File: src/rtl/spi_stat_pkg.sv
package spi_stat_pkg;
  localparam int STAT_W    = 32;
  localparam int B_RXFULL  = 0;
  localparam int B_TXEMPTY = 1;
  localparam int B_MODF    = 2;
  localparam int B_OVR     = 3;
  localparam int B_ENDRX   = 4;
  localparam int B_ENDTX   = 5;
  localparam int B_RXBUFF  = 6;
  localparam int B_TXBUFE  = 7;
  localparam int B_EN      = 16;
  localparam int NCH       = 2;   // DMA channels: 0 = receive, 1 = transmit
endpackage

File: src/rtl/sticky_flag.sv
module sticky_flag (
  input  logic clk,
  input  logic rst,
  input  logic set_i,
  input  logic clr_i,
  output logic q_o
);
  // Set has priority over clear so no event is lost.
  always_ff @(posedge clk) begin
    if (rst)        q_o <= 1'b0;
    else if (set_i) q_o <= 1'b1;
    else if (clr_i) q_o <= 1'b0;
  end

  assert_set_wins_R4: assert property (@(posedge clk) disable iff (rst)
    set_i |=> q_o);
  assert_clear_R1: assert property (@(posedge clk) disable iff (rst)
    (clr_i && !set_i) |=> !q_o);
endmodule

File: src/rtl/tx_enable_ctl.sv
module tx_enable_ctl (
  input  logic clk,
  input  logic rst,
  input  logic cmd_enable,
  input  logic cmd_disable,
  input  logic tx_write,
  input  logic tx_take,
  output logic en_o,
  output logic tx_empty_o
);
  logic en_next;

  always_comb begin
    en_next = en_o;
    if (cmd_enable)  en_next = 1'b1;
    if (cmd_disable) en_next = 1'b0;   // disable wins
  end

  always_ff @(posedge clk) begin
    if (rst) begin
      en_o       <= 1'b0;
      tx_empty_o <= 1'b0;
    end else begin
      en_o <= en_next;
      if (!en_next)                tx_empty_o <= 1'b0;
      else if (tx_write)           tx_empty_o <= 1'b0;   // write wins
      else if (cmd_enable || tx_take) tx_empty_o <= 1'b1;
    end
  end

  assert_disabled_empty_R2: assert property (@(posedge clk) disable iff (rst)
    !en_o |-> !tx_empty_o);
  assert_write_clears_R3: assert property (@(posedge clk) disable iff (rst)
    tx_write |=> !tx_empty_o);
  assert_disable_wins_R10: assert property (@(posedge clk) disable iff (rst)
    cmd_disable |=> !en_o);
  assert_reset_R10: assert property (@(posedge clk)
    rst |=> (!en_o && !tx_empty_o));
endmodule

File: src/rtl/dma_end_track.sv
module dma_end_track (
  input  logic clk,
  input  logic rst,
  input  logic cur_zero,
  input  logic nxt_zero,
  input  logic cnt_write,
  output logic end_o,
  output logic buf_o
);
  logic cur_zero_d;
  logic rise;

  always_ff @(posedge clk) begin
    if (rst) cur_zero_d <= 1'b0;
    else     cur_zero_d <= cur_zero;
  end

  assign rise  = cur_zero && !cur_zero_d;
  assign buf_o = cur_zero && nxt_zero;

  sticky_flag end_flag_i (
    .clk(clk), .rst(rst), .set_i(rise), .clr_i(cnt_write), .q_o(end_o)
  );

  assert_end_write_R6: assert property (@(posedge clk) disable iff (rst)
    (cnt_write && !rise) |=> !end_o);
endmodule

File: src/rtl/spi_stat_flags.sv
module spi_stat_flags
  import spi_stat_pkg::*;
(
  input  logic              clk,
  input  logic              rst,
  input  logic              cmd_enable,
  input  logic              cmd_disable,
  input  logic              ser_rx_load,
  input  logic              ser_tx_take,
  input  logic              sw_tx_write,
  input  logic              mode_fault,
  input  logic              sw_rx_read,
  input  logic              sw_stat_read,
  input  logic              rx_cur_zero,
  input  logic              rx_nxt_zero,
  input  logic              tx_cur_zero,
  input  logic              tx_nxt_zero,
  input  logic              rx_cnt_write,
  input  logic              tx_cnt_write,
  output logic [STAT_W-1:0] stat_word
);
  logic en_q, tx_empty_q, rx_full_q, modf_q, ovr_q;
  logic ovr_set;
  logic [NCH-1:0] cz, nz, cw, end_q, buf_q;

  assign cz = {tx_cur_zero, rx_cur_zero};
  assign nz = {tx_nxt_zero, rx_nxt_zero};
  assign cw = {tx_cnt_write, rx_cnt_write};

  tx_enable_ctl tx_ctl_i (
    .clk(clk), .rst(rst), .cmd_enable(cmd_enable), .cmd_disable(cmd_disable),
    .tx_write(sw_tx_write), .tx_take(ser_tx_take),
    .en_o(en_q), .tx_empty_o(tx_empty_q)
  );

  sticky_flag rx_full_i (
    .clk(clk), .rst(rst), .set_i(ser_rx_load), .clr_i(sw_rx_read), .q_o(rx_full_q)
  );

  sticky_flag modf_i (
    .clk(clk), .rst(rst), .set_i(mode_fault), .clr_i(sw_stat_read), .q_o(modf_q)
  );

  // Second load with no read of the receive register in between.
  assign ovr_set = ser_rx_load && rx_full_q && !sw_rx_read;

  sticky_flag ovr_i (
    .clk(clk), .rst(rst), .set_i(ovr_set), .clr_i(sw_stat_read), .q_o(ovr_q)
  );

  for (genvar g = 0; g < NCH; g++) begin : g_dma
    dma_end_track trk_i (
      .clk(clk), .rst(rst), .cur_zero(cz[g]), .nxt_zero(nz[g]),
      .cnt_write(cw[g]), .end_o(end_q[g]), .buf_o(buf_q[g])
    );
  end

  always_comb begin
    stat_word            = '0;
    stat_word[B_RXFULL]  = rx_full_q;
    stat_word[B_TXEMPTY] = tx_empty_q;
    stat_word[B_MODF]    = modf_q;
    stat_word[B_OVR]     = ovr_q;
    stat_word[B_ENDRX]   = end_q[0];
    stat_word[B_ENDTX]   = end_q[1];
    stat_word[B_RXBUFF]  = buf_q[0];
    stat_word[B_TXBUFE]  = buf_q[1];
    stat_word[B_EN]      = en_q;
  end

  assert_overrun_R5: assert property (@(posedge clk) disable iff (rst)
    (ser_rx_load && rx_full_q && !sw_rx_read) |=> ovr_q);
  assert_no_ovr_on_read_R5: assert property (@(posedge clk) disable iff (rst)
    (!ovr_q && sw_rx_read) |=> !ovr_q);
  assert_stat_clear_R9: assert property (@(posedge clk) disable iff (rst)
    (sw_stat_read && !mode_fault) |=> !modf_q);
endmodule

File: config.mk
export PLATFORM = sky130hd
export DESIGN_NAME = spi_stat_flags
export DESIGN_NICKNAME = d
export VERILOG_FILES = /design/src/rtl/spi_stat_pkg.sv /design/src/rtl/sticky_flag.sv /design/src/rtl/tx_enable_ctl.sv /design/src/rtl/dma_end_track.sv /design/src/rtl/spi_stat_flags.sv
export SDC_FILE = /design/constraint.sdc
export NUM_CORES = 1
export LEC_CHECK = 0
export ABC_CLOCK_PERIOD_IN_PS = 900
export BUFFER_PORTS_ARGS = -buffer_cell sky130_fd_sc_hd__buf_2
export CAP_MARGIN = 20
export CELL_PAD_IN_SITES_DETAIL_PLACEMENT = 2
export CELL_PAD_IN_SITES_GLOBAL_PLACEMENT = 2
export CORE_MARGIN = 10
export CORE_UTILIZATION = 18
export CTS_CLUSTER_DIAMETER = 200
export CTS_CLUSTER_SIZE = 28
export DETAILED_ROUTE_END_ITERATION = 6
export PLACE_DENSITY = 0.81
export SYNTH_ARGS = -nofsm -noshare
export SYNTH_HDL_FRONTEND = slang
export SYNTH_SLANG_ARGS = --single-unit
File: constraint.sdc
create_clock -name clk -period 0.9 [get_ports clk]
set_input_delay 0.045 -clock clk [delete_from_list [all_inputs] [get_ports clk]]
set_output_delay 0.045 -clock clk [all_outputs]
set_load 0.01 [all_outputs]
# --- After elaboration in Yosys (flattened, before gate mapping) ---
# Cells that the tools add are included.
classes:
  mux: 11
  bitwise: 1
  n_reduce_logical: 16
op_table:
  columns: ["cell", "n"]
  rows:
  - ["1-bit 2-to-1 mux", 11]
  - ["2-bit nonzero test", 5]
  - ["1-bit logical AND", 6]
  - ["1-bit zero test", 3]
  - ["3-bit OR reduction", 1]
  - ["1-bit logical OR", 1]
  - ["1-bit inverter", 1]
word_totals:
  regBits: 9
  inputBits: 16
  out_inout_bits: 32
  word_cells: 37

# --- Depth between registers and ports, before layout ---
# Gate-level depths: netlist (run 1).
logic_depth:
  ltp_word: 4
  ltp_mapped: 3
  mapped_depth_nobuf: 2

# --- Modules after synthesis ---
# A second synthesis (run 1) with hierarchy kept.
unflattened:
  cells_unflattened: 65
  hier_area_um2: 596.8
by_module_without_submodules:
  columns: ["module", "n_inst", "cells_per_inst", "area_each_um2", "seq_area_each_um2"]
  rows:
  - ["spi_stat_flags", 1, 30, 222.7, 0.0]
  - ["sticky_flag", 5, 4, 38.8, 20.0]
  - ["dma_end_track", 2, 4, 53.8, 20.0]
  - ["tx_enable_ctl", 1, 7, 72.6, 40.0]

# --- Worst setup path before layout (run 1) ---
# OpenSTA, ideal clock, no wires.
synth_timing:
  path_type: "register to register"
  from: "reg tx_ctl_i.tx_empty_o (netlist name)"
  to: "reg tx_ctl_i.tx_empty_o"
  setup_ns: 0.122
  arrival_time_ns: 0.557
  setup_slack_ns: 0.220
  stages_incl_launch_ff: 3
  period_less_slack_ns: 0.680
  cell_sequence: "dfxtp_1 -> nor3_1 -> nor4b_2"
synth_rtl:
  columns: ["element", "line_no", "rtl"]
  rows:
  - ["end signal, assigned", "tx_enable_ctl.sv:22", "tx_empty_o <= 1'b0;"]
  - ["end signal, assigned", "tx_enable_ctl.sv:25", "if (!en_next) tx_empty_o <= 1'b0;"]
  - ["end signal, assigned", "tx_enable_ctl.sv:26", "else if (tx_write) tx_empty_o <= 1'b0;"]
  - ["end, declared", "tx_enable_ctl.sv:9", "output logic tx_empty_o"]

# --- Worst setup path after layout (run 1) ---
layout_timing:
  from: "reg rx_full_i.q_o"
  to: "out stat_word[0]"
layout_rtl:
  columns: ["element", "line_no", "rtl"]
  rows:
  - ["start, declared", "sticky_flag.sv:6", "output logic q_o"]
  - ["start signal, assigned", "sticky_flag.sv:10", "if (rst) q_o <= 1'b0;"]
  - ["start signal, assigned", "sticky_flag.sv:11", "else if (set_i) q_o <= 1'b1;"]
  - ["start signal, assigned", "sticky_flag.sv:12", "else if (clr_i) q_o <= 1'b0;"]
  - ["end, declared", "spi_stat_flags.sv:20", "output logic [STAT_W-1:0] stat_word"]
# No word-level cell between the ends.

==> results of run 1 <==
==> flip-flops by register name, indices dropped and copies added (netlist names) <==
register	count
g_dma.trk_i.end_flag_i.q_o	2
g_dma.trk_i.cur_zero_d	2
tx_ctl_i.en_o	1
ovr_i.q_o	1
modf_i.q_o	1
tx_ctl_i.tx_empty_o	1
rx_full_i.q_o	1
==> metal layers <==
layer | GRT usage, % | part of all wire, % | wire [um]
met1 | 4.28 | 34 | 489
met2 | 9.19 | 52 | 750
met3 | 4.43 | 14 | 199
met4 | 1.09 | 0 | 0
met5 | 0 | 0 | 0
==> final cells by class <==
cell class                 count  area [um2]
clock buffer                   4        26.3
inverter                       2        7.51
sequential                     9         180
tap                           44        55.1
fill                         378        2440
timing repair buffer          26         140
multi-input combinational     45         228
==> worst reg2reg max path, delay by kind of cell, from the launching register on <==
kind,cells,cell delay (ns)
flip-flops,1,0.31
AND/OR/NAND/NOR,2,0.30
==> cell usage in the layout (no fill, tap or decap), types with 2 or more instances in the layout <==
| cell | synthesis | layout |
|---|---|---|
| and2_1 | 2 | 2 |
| inv_1 | 2 | 2 |
| nand2b_1 | 7 | 7 |
| clkbuf_4 | 0 | 3 |
| conb_1 | 1 | 23 |
| dlygate4sd3_1 | 0 | 2 |
| a21oi_1 | 5 | 5 |
| and2b_2 | 2 | 2 |
| buf_2 | 0 | 24 |
| dfxtp_1 | 9 | 9 |
| nor3_1 | 2 | 2 |
==> synthesized netlist by cell type <==
cell and instances:
nor3_1 2, and2_1 2, nor4b_2 1, nand2b_1 7, a21oi_1 5, and2b_2 2
nand3b_1 1, nor2_2 1, nor2_1 1, dfxtp_1 9, conb_1 1, inv_1 2
buf_4 32, buf_6 1
==> worst paths after layout <==
kind	start	end	slack, ns	cells past startpoint
worst max register to register	tx_ctl_i.tx_empty_o	tx_ctl_i.tx_empty_o	0.19	2
worst min register to register	modf_i.q_o	modf_i.q_o	0.48	2
worst max-delay path	rx_full_i.q_o	stat_word[0]	0.11	1
worst min-delay path	mode_fault	modf_i.q_o	0.02	3
==> power breakdown <==
| part | total (W) | leakage, nW | switching [W] | internal [W] |
|---|---|---|---|---|
| clock | 0.000311 | 0.0150 | 0.000140 | 0.000171 |
| combinational | 0.000168 | 0.243 | 0.000102 | 0.0000661 |
| sequential | 0.000429 | 0.0745 | 0.00000896 | 0.000420 |
| total | 0.000907 | 0.332 | 0.000251 | 0.000657 |
==> cells by family after synthesis <==
family	after synthesis
buf+inv	35
simple gates	17
flops	9
compound gates	5
other cells	1
==> stage by stage <==
stage | utilization (%) | std cells | hold WS, ns | setup slack (ns)
3_5_place_dp | 19.2 | 124 | 0.224 | 0.186
3_3_place_gp | 19.2 | 124 | 0.216 | 0.214
2_1_floorplan | - | 89 | 0.116 | 0.220
5_1_grt | 20.7 | 130 | 0.00505 | 0.0466
4_1_cts | 20.7 | 130 | 0.00930 | 0.0867
6_report | 20.7 | 130 | 0.0205 | 0.107
==> results by group, run 1 <==
Outcome
  – Status: completed

Timing
  – Final Hold Vio Count: 0
  – Post-route minimum period: 0.793 ns
  – Worst Skew: 0.0000974 ns
  – Final period util: 88.1%
  – Setup violators final: 0
  – Setup tns final: 0 ns
  – Unrepaired setup endpoints after global routing: false
  – Slew Viols, Final: 0
  – FMAX: 1260 MHz

Critical path
  – Max FO, Critical Path: 3
  – WP buf/inv: 1
  – CP Class: flip-flop to primary output
  – WP data arrival: 0.75 ns
  – Critical path endpoint category: primary output
  – CP max stage cell: dfxtp_1
  – Data required, critical path: 0.85 ns
  – Max stage delay on crit path: 0.35 ns
  – Startpoint type of the worst setup path: flip-flop
  – CP Cell Sequence: buf_2
  – Crit-path leading delay family: flip-flops

Synthesis
  – Cells after Synth: 67
  – Synthesized area per cell: 8.72 um2
  – Multiplexer share of the synthesized area: 0%
  – Synth Area in Simple Gates: 19.9%
  – Synth Area in XOR/XNOR: 0%
  – Main combinational cell family by area after synthesis: buffers and inverters
  – Register area share after synthesis: 30.8%
  – Synth warn: 0
  – #FFs+latches synth: 9
  – Share of Yosys cell area claimed by the top area cell type: 41.1%
  – Synth area leader: buf_4
  – Post-synthesis cell area: 584 um2
  – Synth cell types: 14
  – Synth area leaders: buf_4 (41%), dfxtp_1 (31%), nand2b_1 (7.5%)
  – Complex-gate fraction of the synthesized area: 4.28%
  – Synthesized-area fraction occupied by adder cells: 0%

Floorplan
  – Die X: 77.0 um
  – Die Ht: 77.0 um
  – Die ar.: 5930 um2
  – Core ar.: 3080 um2
  – Initial Util: 19.0%
  – IO Pins: 48
  – Site Rows: 20

Global routing
  – Antenna violations before repair: 0
  – Tot GR Track Use: 5.16%
  – Gr ovfl total: 0
  – Pin count of the biggest net entering global routing: 10
  – Vias in the first global route: 513
  – Global-route wire length before repair: 2480 um

Clocking
  – Num CTS Buffers: 3
  – Setup Fix Bufs, Post-CTS: 0
  – Worst-Skew Late Latency: 0.25 ns
  – Cts repair resizes: 0
  – CTS tree: built
  – Hold Buf Count CTS: 2
  – Clock transition at the registers of the reported paths: 0.06 ns
  – Max clock buf depth: 2
  – Clock root buffer: clkbuf_4
  – Clock sink count: 9
  – H-tree levels: 1

Final layout
  – Area grow syn2layout: 8.99%
  – Antenna Cells: 0
  – Fin area: 637 um2
  – Nets: 103
  – Layout cell share with drive strength beyond 1: 36.0%

Place
  – Post-placement cell area: 591 um2
  – Port Buffer Count: 24
  – Placer Congestion: 0.588

Hold path
  – Min-Delay Path Class: input port to flip-flop

Drt
  – Post-detailed-route wirelength per cell: 11.1 um
  – Via count: 409
  – Residual DRC: 0
  – Via density: 3.15
  – DRT Pass-1 Iters: 2
  – Final wirelength: 1440 um
  – Post-route ant nets: 0
  – Drt initial violations: 5

Power
  – Final Power: 0.000907 W
  – Power density over the cells: 1420 nW/um2
  – Leak: 0.332 nW
  – Peak supply drop: 409 uV

Run
  – Max Cap Violations: 0
Power figures use the tool's default switching activity.
==> inputs of run 2 (changes only) <==
--- a/config.mk
+++ b/config.mk
@@ -5,17 +5,17 @@
 export SDC_FILE = /design/constraint.sdc
 export NUM_CORES = 1
 export LEC_CHECK = 0
-export ABC_CLOCK_PERIOD_IN_PS = 900
+export ABC_CLOCK_PERIOD_IN_PS = 930
 export BUFFER_PORTS_ARGS = -buffer_cell sky130_fd_sc_hd__buf_2
 export CAP_MARGIN = 20
 export CELL_PAD_IN_SITES_DETAIL_PLACEMENT = 2
 export CELL_PAD_IN_SITES_GLOBAL_PLACEMENT = 2
 export CORE_MARGIN = 10
-export CORE_UTILIZATION = 18
-export CTS_CLUSTER_DIAMETER = 200
+export CORE_UTILIZATION = 20
 export CTS_CLUSTER_SIZE = 28
 export DETAILED_ROUTE_END_ITERATION = 6
-export PLACE_DENSITY = 0.81
+export PLACE_DENSITY = 0.88
+export REMOVE_ABC_BUFFERS = 1
 export SYNTH_ARGS = -nofsm -noshare
 export SYNTH_HDL_FRONTEND = slang
 export SYNTH_SLANG_ARGS = --single-unit
==> constraint.sdc (replaced) <==
create_clock -name clk -period 0.93 [get_ports clk]
set_input_delay 0.0465 -clock clk [delete_from_list [all_inputs] [get_ports clk]]
set_output_delay 0.0465 -clock clk [all_outputs]
set_load 0.01 [all_outputs]
==> results by group, run 2 (synthesis results as in run 1) <==
Outcome
  – Status: completed

Final layout
  – Antenna Cells: 0 (unchanged)
  – Fin area: 621 um2 (-2.6%)
  – Most frequent cells in the layout: buf_2 (24), conb_1 (23), dfxtp_1 (9), nand2b_1 (7), a21oi_1 (5)
  – Top Registers: g_dma.trk_i.cur_zero_d: 2 flops, g_dma.trk_i.end_flag_i.q_o: 2 flops
  – Nets: 103 (unchanged)
  – Fillers: 335 (-11%)
  – Multi-input logic area: 228 um2 (unchanged)
  – Most common cell after layout, fill and taps aside: buf_2
  – Layout cell share with drive strength beyond 1: 36.0% (unchanged)
  – Register area: 180 um2 (unchanged)
  – Non-filler cells, final: 117 (-10%)
  – Area grow syn2layout: 6.21%

Place
  – Detailed placement HPWL: 1340 um
  – Port Buffer Count: 24 (unchanged)
  – Placer Congestion: 0.580 (-1.3%)
  – Post-placement cell area: 574 um2 (-2.8%)
  – Dpl cells: 111 (-10%)

Power
  – Peak supply drop: 661 uV (+62%)
  – Leak: 0.332 nW (unchanged)
  – Power density over the cells: 1400 nW/um2 (-1.6%)

Hold path
  – Hold Path End: modf_i.q_o
  – WHS Path Cells: 3 (unchanged)
  – Min-Delay Path Class: input port to flip-flop
  – Hold Crit Start: mode_fault

Clocking
  – CTS tree: built
  – Cts repair resizes: 0 (unchanged)
  – Num CTS Buffers: 3 (unchanged)
  – Clock root buffer: clkbuf_4
  – Max clock buf depth: 2 (unchanged)
  – H-tree levels: 1 (unchanged)
  – Clock sink count: 9 (unchanged)
  – Hold Buf Count CTS: 2 (unchanged)
  – Clock transition at the registers of the reported paths: 0.06 ns (about the same)
  – Setup Fix Bufs, Post-CTS: 0 (unchanged)
  – Worst-Skew Late Latency: 0.25 ns (about the same)

Critical path
  – CP Cell Sequence: dlygate4sd3_1 > buf_2 > nor2_2 > nor4b_2
  – Worst r2r src: tx_ctl_i.en_o
  – Critical path endpoint category: flip-flop
  – Max FO, Critical Path: 2 (-1)
  – Max stage delay on crit path: 0.54 ns (+0.19 ns)
  – CP max stage cell: dlygate4sd3_1
  – WP data arrival: 0.99 ns (+0.24 ns)
  – Startpoint type of the worst setup path: input port
  – CP Class: input port to flip-flop
  – R2R Path End: tx_ctl_i.tx_empty_o
  – Data required, critical path: 1.10 ns (+0.25 ns)
  – Worst r2r path cells: 2 (unchanged)
  – R2R Setup Slk: 0.19 ns (about the same)

Global routing
  – Global-route wire length before repair: 2130 um (-14%)
  – Antenna violations before repair: 0 (unchanged)
  – Tot GR Track Use: 5.13% (-0.032 points)
  – Gr ovfl total: 0 (unchanged)
  – Vias in the first global route: 491 (-4.3%)
  – Pin count of the biggest net entering global routing: 10 (unchanged)

Timing
  – Setup violators final: 0 (unchanged)
  – Post-route minimum period: 0.821 ns
  – Worst Skew: 0.0000515 ns (-0.0000458 ns)
  – Final Hold Vio Count: 0 (unchanged)
  – Unrepaired setup endpoints after global routing: false
  – Setup tns final: 0 ns (unchanged)
  – Final period util: 88.3%
  – FMAX: 1220 MHz
  – Slew Viols, Final: 0 (unchanged)

Floorplan
  – IO Pins: 48 (unchanged)
  – Die Ht: 74.1 um (-3.8%)
  – Die X: 74.1 um (-3.8%)
  – Die ar.: 5480 um2 (-7.5%)
  – Site Rows: 19 (-5.0%)
  – Core ar.: 2780 um2 (-9.6%)
  – Initial Util: 21.0% (+2.0 points)

Drt
  – Final wirelength: 1480 um (+2.8%)
  – Met3 WL: 205 um (+3.0%)
  – Wire length on met2: 779 um (+3.9%)
  – Top layer in use: met4
  – Drt initial violations: 8 (+3)
  – Via count: 403 (-1.5%)
  – Post-route met1 wirelength: 488 um (-0.20%)
  – Via density: 3.44 (+9.5%)
  – Post-route ant nets: 0 (unchanged)
  – DRT Pass-1 Iters: 2 (unchanged)
  – Post-detailed-route wirelength per cell: 12.7 um (+14%)
  – Residual DRC: 0 (unchanged)

Run
  – Max Cap Violations: 0 (unchanged)
[run 2: cell counts in the layout (fill, tap and decap cells not counted)]
Identical to the previous run, type by type.
[run 2: how the worst max path moves through the flow]
stage | start | endpoint
after floorplan | tx_ctl_i.en_o | tx_ctl_i.tx_empty_o
after global placement | tx_ctl_i.tx_empty_o | tx_ctl_i.tx_empty_o
after detailed placement | tx_ctl_i.en_o | tx_ctl_i.tx_empty_o
after CTS | cmd_disable | tx_ctl_i.tx_empty_o
after global routing | cmd_disable | tx_ctl_i.tx_empty_o
final | cmd_disable | tx_ctl_i.tx_empty_o
[run 2: layout make-up]
class / instances / area share [%]
timing repair buffer: 26 / 22.6
inverter: 2 / 1.21
tap: 31 / 6.25
sequential: 9 / 29.0
clock buffer: 4 / 4.23
multi-input combinational: 45 / 36.7
[run 2: worst max-delay path: cells and delay by family]
| kind | cells | cell delay [ns] |
|---|---|---|
| buffers and inverters | 2 | 0.68 |
| and+or+nand+nor | 2 | 0.26 |
[run 2: stage by stage]
| stage | total power [W] | utilization (%) | worst slack (ns) | hold slack, ns |
|---|---|---|---|---|
| after floorplan | 0.000508 | - | 0.198 | 0.116 |
| after global placement | 0.000570 | 20.6 | 0.246 | 0.225 |
| after detailed placement | 0.000578 | 20.6 | 0.193 | 0.225 |
| after CTS | 0.000891 | 22.3 | 0.100 | 0.0367 |
| after global routing | 0.000936 | 22.3 | 0.0540 | 0.0348 |
| final | 0.000870 | 22.3 | 0.109 | 0.0465 |
[run 2: where the power goes]
group	leakage, nW	switching, W	internal [W]
clock network	0.0150	0.000127	0.000165
logic	0.243	0.0000992	0.0000640
registers	0.0745	0.00000879	0.000406
total	0.332	0.000235	0.000635
[run 2: per-layer routing]
metal	up-vias	track usage, %
met4	0	0.621
met1	182	3.71
met3	2	5.05
li1	191	-
met2	28	9.56
met5	-	0
==> inputs of run 3 (changes only) <==
--- a/config.mk
+++ b/config.mk
@@ -12,6 +12,7 @@
 export CELL_PAD_IN_SITES_GLOBAL_PLACEMENT = 2
 export CORE_MARGIN = 10
 export CORE_UTILIZATION = 20
+export CTS_BUF_LIST = sky130_fd_sc_hd__clkbuf_4 sky130_fd_sc_hd__clkbuf_8 sky130_fd_sc_hd__clkbuf_16
 export CTS_CLUSTER_SIZE = 28
 export DETAILED_ROUTE_END_ITERATION = 6
 export PLACE_DENSITY = 0.88
==> results by group, run 3 (synthesis results as in run 1) <==
Timing
  – Setup violators final: 0 (unchanged)
  – Final Hold Vio Count: 0 (unchanged)
  – Setup tns final: 0 ns (unchanged)
  – Final period util: 88.2% (about the same)
  – Slew Viols, Final: 0 (unchanged)
  – FMAX: 1220 MHz (about the same)
  – Final setup margin: 0.109 ns (+0.000294 ns)
  – Worst Skew: 0.0000585 ns (+0.00000697 ns)
  – Post-route minimum period: 0.821 ns (-0.000294 ns)
  – Unrepaired setup endpoints after global routing: false

Drt
  – Via count: 407 (+0.99%)
  – Post-route ant nets: 0 (unchanged)
  – Final wirelength: 1480 um (-0.20%)
  – Residual DRC: 0 (unchanged)
  – Via density: 3.48 (+0.99%)
  – DRT Pass-1 Iters: 2 (unchanged)
  – Post-detailed-route wirelength per cell: 12.6 um (-0.20%)
  – Drt initial violations: 1 (-7)

Final layout
  – Most common cell after layout, fill and taps aside: buf_2
  – Area grow syn2layout: 6.85%
  – Antenna Cells: 0 (unchanged)
  – Nets: 103 (unchanged)
  – Layout cell share with drive strength beyond 1: 37.2% (+1.2 points)
  – Top Registers: g_dma.trk_i.cur_zero_d: 2 flops, g_dma.trk_i.end_flag_i.q_o: 2 flops
  – Most frequent cells in the layout: buf_2 (24), conb_1 (23), dfxtp_1 (9), nand2b_1 (7), a21oi_1 (5)

Critical path
  – Data required, critical path: 1.10 ns (about the same)
  – WP data arrival: 0.99 ns (about the same)
  – Critical path endpoint category: flip-flop
  – CP Class: input port to flip-flop
  – Max FO, Critical Path: 2 (unchanged)
  – Startpoint type of the worst setup path: input port

Run
  – Max Cap Violations: 0 (unchanged)

Floorplan
  – Initial Util: 21.0% (unchanged)
  – Site Rows: 19 (unchanged)
  – Die X: 74.1 um (unchanged)
  – Die Ht: 74.1 um (unchanged)
  – Core ar.: 2780 um2 (unchanged)
  – IO Pins: 48 (unchanged)
  – Die ar.: 5480 um2 (unchanged)

Global routing
  – Tot GR Track Use: 5.21% (+0.081 points)
  – Antenna violations before repair: 0 (unchanged)
  – Vias in the first global route: 491 (unchanged)
  – Gr ovfl total: 0 (unchanged)
  – Pin count of the biggest net entering global routing: 10 (unchanged)
  – Global-route wire length before repair: 2140 um (+0.33%)

Clocking
  – Hold Buf Count CTS: 2 (unchanged)
  – Clock sink count: 9 (unchanged)
  – Clock root buffer: clkbuf_4
  – CTS tree: built
  – Clock transition at the registers of the reported paths: 0.06 ns (about the same)
  – Setup Fix Bufs, Post-CTS: 0 (unchanged)
  – Worst-Skew Late Latency: 0.26 ns (about the same)
  – Cts repair resizes: 0 (unchanged)
  – Num CTS Buffers: 3 (unchanged)
  – H-tree levels: 1 (unchanged)
  – Max clock buf depth: 2 (unchanged)

Hold path
  – Min-Delay Path Class: input port to flip-flop

Place
  – Placer Congestion: 0.580 (unchanged)
  – Worst slack at placement: 0.193 ns (unchanged)
  – Detailed placement HPWL: 1340 um (unchanged)
  – Port Buffer Count: 24 (unchanged)

Power
  – Power density over the cells: 1450 nW/um2 (+3.2%)
  – Final Power: 0.000903 W (+3.8%)
  – Leak: 0.335 nW (+1.0%)
  – Peak supply drop: 626 uV (-5.4%)

Outcome
  – Status: completed
[run 3: cell counts in the layout (fill, tap and decap cells not counted)]
Identical to the previous run, type by type.
[run 3: worst paths after layout]
kind | from | endpoint | slack [ns] | depth (start not counted)
hold reg to reg | ovr_i.q_o | ovr_i.q_o | 0.46 | 2
setup reg to reg | tx_ctl_i.en_o | tx_ctl_i.tx_empty_o | 0.19 | 2
setup / recovery | cmd_disable | tx_ctl_i.tx_empty_o | 0.11 | 4
hold / removal | mode_fault | modf_i.q_o | 0.04 | 3
[run 3: layout make-up]
type | count | area, um2
fill | 333 | 2160
timing repair buffer | 26 | 140
multi-input combinational | 45 | 228
tap | 31 | 38.8
clock buffer | 4 | 30.0
sequential | 9 | 180
inverter | 2 | 7.51
[run 3: critical path, cell delays in order]
cell and delay (ns):
dlygate4sd3_1 0.54, buf_2 0.14, nor2_2 0.08, nor4b_2 0.19
[run 3: report_power, final]
group	internal, W	switching, W
Sequential	0.000406	0.00000879
Clock	0.000194	0.000131
Combinational	0.0000640	0.0000991
[run 3: per-layer routing]
layer	global-route usage (%)	wire length (um)	vias to the layer above	share of wire [%]
met4	0.621	6	0	0.41
met2	9.56	784	29	53
met1	3.71	467	184	32
li1	-	-	192	-
met5	0	0	-	0
met3	5.45	219	2	15
[run 3: metrics by stage]
| stage | utilization [%] | instances | area, um2 | hold slack [ns] |
|---|---|---|---|---|
| 3_5_place_dp | 20.6 | 111 | 574 | 0.225 |
| 5_1_grt | 22.4 | 117 | 624 | 0.0284 |
| 3_3_place_gp | 20.6 | 111 | 574 | 0.225 |
| 6_report | 22.4 | 117 | 624 | 0.0420 |
| 4_1_cts | 22.4 | 117 | 624 | 0.0356 |
| 2_1_floorplan | - | 56 | 415 | 0.116 |
